**src/rtl/manch_tx.sv**
```systemverilog
module manch_tx #(
  parameter int ADDR_W = 10,
  parameter int CMD_W  = 3,
  parameter int REG_W  = 5,
  parameter int DATA_W = 16,
  parameter int RES_W  = 11,
  parameter int PAR_N  = 10
) (
  input  logic              clk,
  input  logic              rst_n,
  input  logic              req_valid,
  output logic              req_ready,
  input  logic [2:0]        req_kind,
  input  logic [ADDR_W-1:0] req_addr,
  input  logic [CMD_W-1:0]  req_cmd,
  input  logic [REG_W-1:0]  req_reg,
  input  logic [DATA_W-1:0] req_data,
  input  logic [1:0]        rate_code,
  output logic              line_out,
  output logic              busy
);
  localparam int MAXP  = ADDR_W + CMD_W + REG_W + DATA_W;
  localparam int FR_W  = 2 + MAXP + PAR_N;
  localparam int CNT_W = $clog2(FR_W + 1);

  typedef enum logic [1:0] {S_IDLE, S_SEND, S_GAP} st_t;
  st_t st;

  logic [FR_W-1:0]  sh, fr;
  logic [MAXP-1:0]  pl;
  logic [CNT_W-1:0] plen, left;
  logic [PAR_N-1:0] par;
  logic [3:0]       k, kdiv, hcnt;
  logic [5:0]       gcnt;
  logic             half, dir;

  wire accept = req_valid && req_ready;
  assign req_ready = (st == S_IDLE);
  assign busy      = (st != S_IDLE);
  assign line_out  = (st == S_SEND) && (sh[0] ^ half);

  always_comb begin
    case (rate_code)
      2'd0:    kdiv = 4'd8;
      2'd1:    kdiv = 4'd4;
      2'd2:    kdiv = 4'd2;
      default: kdiv = 4'd1;
    endcase
  end

  always_comb begin
    pl  = '0;
    dir = 1'b0;
    case (req_kind)
      3'd1: begin
        pl   = {req_data, req_reg, req_cmd, req_addr};
        plen = CNT_W'(MAXP);
      end
      3'd2: begin
        pl[ADDR_W+CMD_W+REG_W-1:0] = {req_reg, req_cmd, req_addr};
        plen = CNT_W'(ADDR_W + CMD_W + REG_W);
      end
      3'd3: begin
        pl[RES_W-1:0] = req_data[RES_W-1:0];
        plen = CNT_W'(RES_W);
        dir  = 1'b1;
      end
      3'd4: begin
        pl[REG_W+DATA_W-1:0] = {req_data, req_reg};
        plen = CNT_W'(REG_W + DATA_W);
        dir  = 1'b1;
      end
      default: begin
        pl[ADDR_W+CMD_W-1:0] = {req_cmd, req_addr};
        plen = CNT_W'(ADDR_W + CMD_W);
      end
    endcase
    par = '0;
    for (int j = 0; j < MAXP; j++)
      if (j < int'(plen)) par[j % PAR_N] = par[j % PAR_N] ^ pl[j];
    fr = FR_W'({dir, 1'b0}) | (FR_W'(pl) << 2) | (FR_W'(par) << (plen + CNT_W'(2)));
  end

  always_ff @(posedge clk or negedge rst_n) begin
    if (!rst_n) begin
      st   <= S_IDLE;
      sh   <= '0;
      left <= '0;
      k    <= 4'd8;
      hcnt <= '0;
      half <= 1'b0;
      gcnt <= '0;
    end else begin
      case (st)
        S_IDLE: if (accept) begin
          sh   <= fr;
          left <= plen + CNT_W'(PAR_N + 2);
          k    <= kdiv;
          hcnt <= '0;
          half <= 1'b0;
          st   <= S_SEND;
        end
        S_SEND: begin
          if (hcnt == k - 4'd1) begin
            hcnt <= '0;
            if (!half) half <= 1'b1;
            else begin
              half <= 1'b0;
              sh   <= sh >> 1;
              left <= left - CNT_W'(1);
              if (left == CNT_W'(1)) begin
                st   <= S_GAP;
                gcnt <= '0;
              end
            end
          end else hcnt <= hcnt + 4'd1;
        end
        default: begin
          if (gcnt == {k, 2'b00} - 6'd1) st <= S_IDLE;
          else gcnt <= gcnt + 6'd1;
        end
      endcase
    end
  end


  idle_line_low_chk: assert property (@(posedge clk) disable iff (!rst_n)
    !busy |-> !line_out);


  accept_busy_chk: assert property (@(posedge clk) disable iff (!rst_n)
    accept |=> (busy && !req_ready));


  mid_bit_flip_chk: assert property (@(posedge clk) disable iff (!rst_n)
    (st == S_SEND && half && hcnt == 4'd0) |-> (line_out != $past(line_out)));


  half_cnt_range_chk: assert property (@(posedge clk) disable iff (!rst_n)
    (st == S_SEND) |-> (hcnt < k));


  gap_quiet_chk: assert property (@(posedge clk) disable iff (!rst_n)
    $fell(busy) |-> !$past(line_out));
endmodule

```
**config.mk**
```make
export PLATFORM = sky130hd
export DESIGN_NAME = manch_tx
export DESIGN_NICKNAME = d
export VERILOG_FILES = /design/src/rtl/manch_tx.sv
export SDC_FILE = /design/constraint.sdc
export NUM_CORES = 1
export LEC_CHECK = 0
export ABC_AREA = 1
export BUFFER_PORTS_ARGS = -buffer_cell sky130_fd_sc_hd__buf_4
export CAP_MARGIN = 5
export CORE_ASPECT_RATIO = 0.7
export CORE_UTILIZATION = 57
export CTS_BUF_LIST = sky130_fd_sc_hd__clkbuf_2
export CTS_CLUSTER_DIAMETER = 80
export DETAILED_ROUTE_END_ITERATION = 16
export PLACE_DENSITY = 0.89
export SYNTH_ARGS = -nofsm -noshare
export SYNTH_HDL_FRONTEND = slang
export SYNTH_SLANG_ARGS = --single-unit
```
**constraint.sdc**
```tcl
create_clock -name clk -period 2.3 [get_ports clk]
set_input_delay 0.115 -clock clk [delete_from_list [all_inputs] [get_ports clk]]
set_output_delay 0.115 -clock clk [all_outputs]
set_load 0.02 [all_outputs]
```
==> out/metrics.csv <==
metric,value,unit
die_area,0.0111,mm²
layout.cells.most_common,nand2_1,
initial_utilization,0.586,
dp.cells,1168,
clk_pin_slew,230,ps
seq_area_frac_synth,0.285,
drtIter0Drc,1123,
stdcell_count,1206,
clock_latency,580,ps
cp-end-kind,flip-flop,
vias,7132,
synth_seq_cells,69,
finalSetupViolations,11,
ios,45,
worst_slack,-83.7,ps
drc,0,
synth.largest_area_cell,dfrtp_1,
leakagePower,4.01,nW
critPathMostFrequentCell,nor2_4,
synthFlopType,dfrtp_1,
hold_viol,0,
row_count,31,
report.final.slew_viol_count,0,
cts_tree,done,
antenna_cells,0,
avgSynthCellArea,6.20,µm²
synthTopCellsByArea,"dfrtp_1, nand2_1, nand3_1",
routabilityCongestion,1.07,
fin_util,0.711,
drtAntennaViolNets,0,
synth_edf_count,0,
path_class,flip-flop to flip-flop,
async_flop_share,1.00,
cp_slowest_cell,dfrtp_1,
portBuffers,44,
finClkSkew,35.2,ps
die_h,88.4,µm
worst_pin_slew,880,ps
avgRoutedWirePerCell,16.7,µm
max_clock_freq,420,MHz
reg2reg_slack,-80,ps
drive_gt1_frac,0.197,
syn_inst,980,
vdd_drop_max,0.000684,V
critical_path.max_stage_delay,440,ps
grt_pass1_wl,29.7,mm
maxCapViolations,0,
yosysUniqueCellTypes,46,
coreArea,0.0104,mm²
crit_arrival,2860,ps
layout_common_cells,"nand2_1, nand3_1, nor2_1",
cts_buffer_depth,2,
cp-start-kind,flip-flop,
ys_warn_count,0,
worstPathCellList,"inv_2, ha_4, or2_2, nand4_1, or2_4, nor2_4, nor2_4, nor2_4, o21ai_4, clkinv_4, buf_6, buf_4, nand2_1, nand2_1",
die_w,125,µm
dpl_worst_slack,-92.7,ps
crit_required,2770,ps
area_growth_syn_to_layout,21.2,%
numClockSinks,69,
status,finished with violations,
yosysTopAreaCellShare,0.280,
htreeDepth,3,
hpwl,14.3,mm
grt_pass1_vias,6028,
cts_buffers,9,
power_density,982,mW/mm²
via_per_inst,5.91,
grt_overflow,0,
final.period_utilization,1.04,
cp_max_fo,7,
antenna_found_initial,0,
violations,negative setup slack,
grt_max_degree,70,
netlist_area,0.00607,mm²
drtPass1Iterations,11,
routed_wirelength,20.2,mm
syn_nets,1028,
cts_root_buf,clkbuf_2,
relSlewSlack,0.413,
fin_crit,2380,ps
nets,1117,
grtUsageTotal,0.346,
timing.hold.worst.class,input pin to flip-flop,
-- worst paths after layout --
check,endpoint,cells past startpoint,startpoint
max in group asynchronous,st[1]$_DFFE_PN0P_,2,rst_n
min in group asynchronous,hcnt[2]$_DFFE_PN0P_,2,rst_n
setup reg to reg,sh[44]$_DFFE_PN0P_,14,k[1]$_DFFE_PN0P_
hold reg to reg,sh[7]$_DFFE_PN0P_,2,sh[7]$_DFFE_PN0P_
hold / removal,sh[31]$_DFFE_PN0P_,7,req_data[11]
setup / recovery,sh[44]$_DFFE_PN0P_,14,k[1]$_DFFE_PN0P_
-- sequential cells by signal, indices dropped and copies added (netlist names) --
register and cells:
gcnt 6, left 6, k 4, st 2
half 1, sh 46, hcnt 4
-- stage by stage --
stage	TNS, ps	cell area [µm²]	hold slack (ps)	total power (W)
2_1_floorplan	0	6070	-181	0.00440
3_3_place_gp	-212	6780	278	0.00530
3_5_place_dp	-1390	6780	281	0.00542
4_1_cts	-470	7080	1.82	0.00655
5_1_grt	-2120	7360	48.0	0.00769
6_report	-227	7360	29.6	0.00722
-- cell usage after synthesis, drive strengths merged, types with 2 or more instances --
| cell type | instances |
|---|---|
| xor2 | 13 |
| a21boi | 4 |
| clkinv | 2 |
| xnor2 | 3 |
| nand4 | 32 |
| nand3 | 180 |
| nand3b | 4 |
| o22ai | 2 |
| a21oi | 13 |
| a2bb2oi | 2 |
| clkbuf | 15 |
| ha | 6 |
| inv | 89 |
| o21ai | 39 |
| dfrtp | 68 |
| buf | 32 |
| nor3 | 2 |
| nand2 | 323 |
| or2 | 3 |
| nor2 | 138 |
-- critical path: cells and delay by family, from the launching register on --
family	cells	cell delay, ps
and+or+nand+nor	8	860
AOI/OAI and AO/OA	1	160
buffers and inverters	4	590
DFF	1	440
adders and majority gates	1	230
-- layer usage --
metal  GRT usage  vias to the layer above  routed length, µm  part of all wire
met4      0.0787                        0                534             0.026
met1       0.490                     3225               8560              0.42
met5      0.0294                        -                  0                 0
met3       0.131                       84               2790              0.14
li1            -                     3348                  -                 -
met2       0.493                      475               8290              0.41
-- cell type report --
cell class | count | area [µm²]
multi-input combinational | 775 | 3890
fill | 849 | 3000
sequential | 69 | 1730
timing repair buffer | 123 | 1040
inverter | 91 | 347
tap | 132 | 165
clock inverter | 7 | 136
clock buffer | 9 | 45.0
-- what timing repair did --
action,CTS,global route
endpoints found under the hold margin,77,0
setup buffers,0,10
setup endpoints to repair,42,59
gates cloned,1,2
gates resized for setup,5,44
hold buffers,10,0
pin swaps,1,12
-- cell families (layout without fill, tap and decap cells) --
family | count (synthesis) | count (layout) | share of synthesized area
XOR/XNOR | 16 | 16 | 0.0243
buffers and inverters | 138 | 230 | 0.103
AO/OA/AOI/OAI | 66 | 67 | 0.0651
flip-flops | 69 | 69 | 0.285
adder cells (fa/ha/maj) | 6 | 6 | 0.0124
AND/OR/NAND/NOR | 685 | 686 | 0.510
-- power breakdown --
group | total, W | internal, W | switching [W]
registers | 0.00211 | 0.00173 | 0.000377
logic | 0.00406 | 0.00160 | 0.00246
clock network | 0.00105 | 0.000574 | 0.000474
total | 0.00722 | 0.00391 | 0.00331
No activity file was read; power rests on OpenSTA's default activity.
